File: src/rtl/irrseq_pkg.sv
package irrseq_pkg;

  localparam int CODE_W     = 5;
  localparam int CODE_SPACE = 1 << CODE_W;

  typedef logic [CODE_W-1:0] code_t;

  localparam code_t FIRST_CODE = '0;
  localparam code_t LAST_CODE  = code_t'(CODE_SPACE - 1);

  // For each bit: set of present codes whose successor has that bit high.
  localparam logic [CODE_SPACE-1:0] SUCC_ONES_B4 = 32'h0DC9_8000;
  localparam logic [CODE_SPACE-1:0] SUCC_ONES_B3 = 32'h0D80_3880;
  localparam logic [CODE_SPACE-1:0] SUCC_ONES_B2 = 32'h0848_3878;
  localparam logic [CODE_SPACE-1:0] SUCC_ONES_B1 = 32'h0D49_20E6;
  localparam logic [CODE_SPACE-1:0] SUCC_ONES_B0 = 32'h0C41_30D5;

  // Codes that belong to the twenty-entry cycle.
  localparam logic [CODE_SPACE-1:0] LISTED_SET   = 32'h8DC9_B8FF;

  // Per-bit next-state equation, sum of present-state minterms.
  function automatic logic succ_bit(int b, code_t c);
    case (b)
      0:       return SUCC_ONES_B0[c];
      1:       return SUCC_ONES_B1[c];
      2:       return SUCC_ONES_B2[c];
      3:       return SUCC_ONES_B3[c];
      4:       return SUCC_ONES_B4[c];
      default: return 1'b0;
    endcase
  endfunction

  function automatic code_t succ_code(code_t c);
    code_t n;
    for (int b = 0; b < CODE_W; b++) n[b] = succ_bit(b, c);
    return n;
  endfunction

  function automatic logic is_listed(code_t c);
    return LISTED_SET[c];
  endfunction

endpackage

File: src/rtl/irrseq_d_core.sv
module irrseq_d_core
  import irrseq_pkg::*;
(
  input  logic  clk,
  input  logic  rst,
  input  logic  en,
  output code_t q
);

  code_t st_q;
  code_t d_w;

  for (genvar b = 0; b < CODE_W; b++) begin : g_bit
    assign d_w[b] = en ? succ_bit(b, st_q) : st_q[b];
  end

  always_ff @(posedge clk) begin
    if (rst) st_q <= FIRST_CODE;
    else     st_q <= d_w;
  end

  assign q = st_q;


  d_hold_chk: assert property (@(posedge clk) disable iff (rst)
    !en |=> $stable(st_q));


  d_step_chk: assert property (@(posedge clk) disable iff (rst)
    (en && is_listed(st_q)) |=> (st_q != $past(st_q)));

endmodule

File: src/rtl/irrseq_jk_exc.sv
module irrseq_jk_exc (
  input  logic q_now,
  input  logic q_tgt,
  output logic j,
  output logic k
);

  // Excitation from present and wanted value: set, clear or hold.
  assign j = ~q_now &  q_tgt;
  assign k =  q_now & ~q_tgt;

endmodule

File: src/rtl/irrseq_jk_core.sv
module irrseq_jk_core
  import irrseq_pkg::*;
(
  input  logic  clk,
  input  logic  rst,
  input  logic  en,
  output code_t q
);

  code_t st_q;
  code_t tgt_w;
  code_t j_w;
  code_t k_w;

  for (genvar b = 0; b < CODE_W; b++) begin : g_bit
    assign tgt_w[b] = en ? succ_bit(b, st_q) : st_q[b];
    irrseq_jk_exc u_exc (
      .q_now (st_q[b]),
      .q_tgt (tgt_w[b]),
      .j     (j_w[b]),
      .k     (k_w[b])
    );
  end

  always_ff @(posedge clk) begin
    if (rst) begin
      st_q <= FIRST_CODE;
    end else begin
      for (int b = 0; b < CODE_W; b++) begin
        case ({j_w[b], k_w[b]})
          2'b10:   st_q[b] <= 1'b1;
          2'b01:   st_q[b] <= 1'b0;
          2'b11:   st_q[b] <= ~st_q[b];
          default: st_q[b] <= st_q[b];
        endcase
      end
    end
  end

  assign q = st_q;


  jk_no_toggle_chk: assert property (@(posedge clk) disable iff (rst)
    (j_w & k_w) == '0);


  jk_idle_chk: assert property (@(posedge clk) disable iff (rst)
    !en |-> (j_w == '0 && k_w == '0));

endmodule

File: src/rtl/irrseq_wrap_flag.sv
module irrseq_wrap_flag
  import irrseq_pkg::*;
(
  input  logic  rst,
  input  logic  en,
  input  code_t code,
  output logic  wrap
);

  assign wrap = en & ~rst & (code == LAST_CODE);

endmodule

File: src/rtl/irrseq_counter.sv
module irrseq_counter
  import irrseq_pkg::*;
#(
  parameter bit USE_JK = 1'b0
) (
  input  logic              clk,
  input  logic              rst,
  input  logic              en,
  output logic [CODE_W-1:0] code,
  output logic              wrap
);

  code_t code_w;
  logic  wrap_w;

  if (!USE_JK) begin : g_dff
    irrseq_d_core u_core (
      .clk (clk),
      .rst (rst),
      .en  (en),
      .q   (code_w)
    );
  end else begin : g_jkff
    irrseq_jk_core u_core (
      .clk (clk),
      .rst (rst),
      .en  (en),
      .q   (code_w)
    );
  end

  irrseq_wrap_flag u_wrap (
    .rst  (rst),
    .en   (en),
    .code (code_w),
    .wrap (wrap_w)
  );

  assign code = code_w;
  assign wrap = wrap_w;


  listed_keep_chk: assert property (@(posedge clk) disable iff (rst)
    (en && is_listed(code_w)) |=> is_listed(code_w));


  unlisted_clear_chk: assert property (@(posedge clk) disable iff (rst)
    (en && !is_listed(code_w)) |=> (code_w == FIRST_CODE));


  wrap_restart_chk: assert property (@(posedge clk) disable iff (rst)
    wrap_w |=> (code_w == FIRST_CODE));

endmodule

File: config.mk
export PLATFORM = sky130hd
export DESIGN_NAME = irrseq_counter
export DESIGN_NICKNAME = d
export VERILOG_FILES = /design/src/rtl/irrseq_pkg.sv /design/src/rtl/irrseq_d_core.sv /design/src/rtl/irrseq_jk_exc.sv /design/src/rtl/irrseq_jk_core.sv /design/src/rtl/irrseq_wrap_flag.sv /design/src/rtl/irrseq_counter.sv
export SDC_FILE = /design/constraint.sdc
export NUM_CORES = 1
export LEC_CHECK = 0
export CAP_MARGIN = 15
export CORE_AREA = 3 3 40 42
export DETAILED_ROUTE_END_ITERATION = 16
export DIE_AREA = 0 0 43 45
export DONT_BUFFER_PORTS = 1
export GPL_TIMING_DRIVEN = 0
export HOLD_SLACK_MARGIN = 0.05
export SYNTH_ARGS = -nofsm -noshare
export SYNTH_HDL_FRONTEND = slang
export SYNTH_HIERARCHICAL = 1
export SYNTH_SLANG_ARGS = --single-unit
export TNS_END_PERCENT = 100
File: constraint.sdc
create_clock -name clk -period 1.5 [get_ports clk]
set_clock_uncertainty 0.1 [all_clocks]
set_input_delay 0.225 -clock clk [delete_from_list [all_inputs] [get_ports clk]]
set_output_delay 0.225 -clock clk [all_outputs]
set_load 0.05 [all_outputs]
==> impl_metrics.json <==
{
  "status": "finished with violations",
  "pre_cts_ws_ns": -0.262,
  "fin_crit_ns": 1.59,
  "ff2ff_path_depth": 6,
  "drt-initial-drc-count": 1,
  "critical_path_class": "reg -> reg",
  "drv_slew": 0,
  "cts_htree_levels": 1,
  "initial_core_util_pct": 37.9,
  "postLayoutCoreUtil_pct": 47.3,
  "place_inst": 77,
  "cp.arrival_ns": 1.65,
  "cts_made_buffers": 3,
  "final_common_cell": "a21oi_1",
  "antenna_cells": 0,
  "cellPowerDensity_nw_per_um2": 685,
  "grt_usage_pct": 14.3,
  "placed_area_sq_um": 542,
  "firstDrtPassIters": 4,
  "slowest_stage": "dfxtp_4",
  "via_per_inst": 5.70,
  "place_congestion": 0.816,
  "ys_seq_area_share_pct": 20.6,
  "netlist_instances": 62,
  "antenna_found_initial": 0,
  "cp_slowest_stage_delay_ns": 0.49,
  "syn_area_sq_um": 487,
  "wirelength_microns": 1250,
  "hold-path-endpoint": "g_dff.u_core/q[1]",
  "ir_worst_vdd_uv": 324,
  "clkTransAtPathRegs_ns": 0.04,
  "dieWidth_microns": 43,
  "rows": 13,
  "fin_crit_sh_pct": 106,
  "cts_buffer_depth": 2,
  "synthDistinctLibCells": 28,
  "grt_pass1_vias": 505,
  "max_freq_ghz": 0.629,
  "p_leak_nw": 0.202,
  "drv_cap": 0,
  "io_pins": 9,
  "nNetsFinal": 79,
  "die_area_sq_um": 1940,
  "ys_seq_elements": 5,
  "grt_first_pass_wirelength_microns": 2110,
  "synth_top_cell_by_area": "dfxtp_1",
  "largest_reg_flops": 5,
  "layout_common_cells": "6 x a21oi_1, 5 x o21ai_0, 5 x dfxtp_4",
  "clkLatencyLatePin_ns": 0.24,
  "hp-class": "in -> reg",
  "port_buffers": 0,
  "drive_gt1_share_pct": 31.9,
  "worst-path-buf-inv": 1,
  "cp_cell_sequence": "inv_4, ha_2, mux2_2, o21ai_1, nand3_1, a21oi_1",
  "fp.coreArea_sq_um": 1280,
  "grt_overflow_total": 0,
  "start_kind": "flop",
  "area_growth_pct": 24.9,
  "wl_per_cell_microns": 14.9,
  "grt_max_degree": 11,
  "vias": 479,
  "yosys-top-cells-area": "dfxtp_1 21%, ha_1 15%, a21oi_1 6.2%",
  "cp_max_fo": 8,
  "whs_ns": -0.0539,
  "worst-slew-pin-transition_ns": 0.359,
  "crit-reg2reg-capture": "g_dff.u_core/q[1]",
  "worstHoldStart": "rst",
  "avgSynthCellArea_sq_um": 7.85,
  "synth_nets": 71,
  "n_fill_cell": 139,
  "stdcell_count": 84,
  "rsz0062_at_grt": "true",
  "setup_viol": 3,
  "hold_depth": 1,
  "regToRegStartpoint": "g_dff.u_core/q[1]",
  "r2r_setup_slack_ns": -0.09,
  "end_kind": "flop",
  "ant_nets": 0,
  "root_buffer": "clkbuf_4",
  "die_h_microns": 45,
  "drc": 0,
  "dp_hpwl_microns": 856,
  "setup_tns_ns": -0.182,
  "fin_area_sq_um": 608,
  "crit_family": "flip-flops",
  "max_slew_margin_pct": 76.1,
  "failed_checks": "hold timing, setup timing",
  "synth_top_cell_area_share_pct": 20.6,
  "yosys_warnings": 6,
  "hold_violations": 5,
  "worstPathRequired_ns": 1.56,
  "cts_tree": "yes",
  "setup_slack_ns": -0.0911,
  "clock_sinks": 5
}
## worst register-to-register path: stages (launching register included)
cell and delay, ns:
dfxtp_4 0.49, inv_4 0.07, ha_2 0.22, mux2_2 0.28, o21ai_1 0.13, nand3_1 0.08
a21oi_1 0.14
## stage by stage
step                      total power [mW]  hold WS, ns
after floorplan                      0.234        0.184
after global placement               0.252        0.194
after detailed placement             0.253        0.192
after CTS                            0.421      -0.0625
after global routing                 0.449      -0.0730
final                                0.416      -0.0539
## power breakdown
part | internal, mW | switching [mW] | total (mW)
Combinational | 0.0472 | 0.0476 | 0.0948
Clock | 0.100 | 0.0523 | 0.153
Sequential | 0.134 | 0.0342 | 0.169
## worst max-delay path by stage
stage                      start                 to  depth (start not counted)
2_1_floorplan  g_dff.u_core/q[1]  g_dff.u_core/q[1]                          6
3_3_place_gp   g_dff.u_core/q[1]  g_dff.u_core/q[1]                          6
3_5_place_dp   g_dff.u_core/q[1]  g_dff.u_core/q[1]                          6
4_1_cts        g_dff.u_core/q[0]  g_dff.u_core/q[1]                          6
5_1_grt        g_dff.u_core/q[1]  g_dff.u_core/q[1]                          6
6_report       g_dff.u_core/q[1]  g_dff.u_core/q[1]                          6
## cells by family after synthesis
logic type	share of synthesized area, %
AO/OA/AOI/OAI	28.0
AND/OR/NAND/NOR	20.6
buffers and inverters	8.74
adder cells (fa/ha/maj)	15.4
flip-flops	20.6
multiplexers	6.68
## synthesized netlist by cell type
| cell type | count |
|---|---|
| nor3_1 | 2 |
| mux2i_1 | 1 |
| nand2b_1 | 4 |
| dfxtp_1 | 5 |
| nand3b_1 | 2 |
| a41oi_1 | 1 |
| nand3_1 | 2 |
| nor4b_1 | 1 |
| nand4_1 | 1 |
| inv_1 | 4 |
| mux2_2 | 2 |
| buf_2 | 1 |
| a31oi_1 | 1 |
| a21oi_1 | 6 |
| o22ai_1 | 2 |
| and3_1 | 1 |
| a2111oi_0 | 1 |
| buf_4 | 1 |
| buf_6 | 1 |
| o31ai_1 | 1 |
| nand2_1 | 3 |
| ha_1 | 6 |
| o311ai_0 | 2 |
| clkbuf_1 | 1 |
| o21a_1 | 1 |
| o21ai_0 | 6 |
| nor2_1 | 2 |
| a211oi_1 | 1 |
## final cells by class
class	count	area (sq um)	share of cell area, %
sequential	5	119	19.5
buffer	4	27.5	4.53
timing repair buffer	3	18.8	3.09
tap	15	18.8	3.09
inverter	4	20.0	3.29
clock buffer	4	26.3	4.32
multi-input combinational	49	378	62.1
## timing repair
item | 4_1_cts | 5_1_grt
gates resized for setup | 10 | 0
endpoints found under the hold margin | 5 | 5
pin swaps | 7 | 2
endpoints found under the setup margin | 6 | 6
setup buffers | 3 | 0
## layer usage
metal | global-route usage, % | vias to the layer above | share of wire, % | wire length, microns
met5 | 0 | - | 0 | 0
met4 | 3.61 | 0 | 0 | 0
met3 | 6.77 | 0 | 7.0 | 88
met2 | 24.3 | 13 | 47 | 592
met1 | 16.3 | 221 | 46 | 569
li1 | - | 245 | - | -
Power figures use the tool's default switching activity.
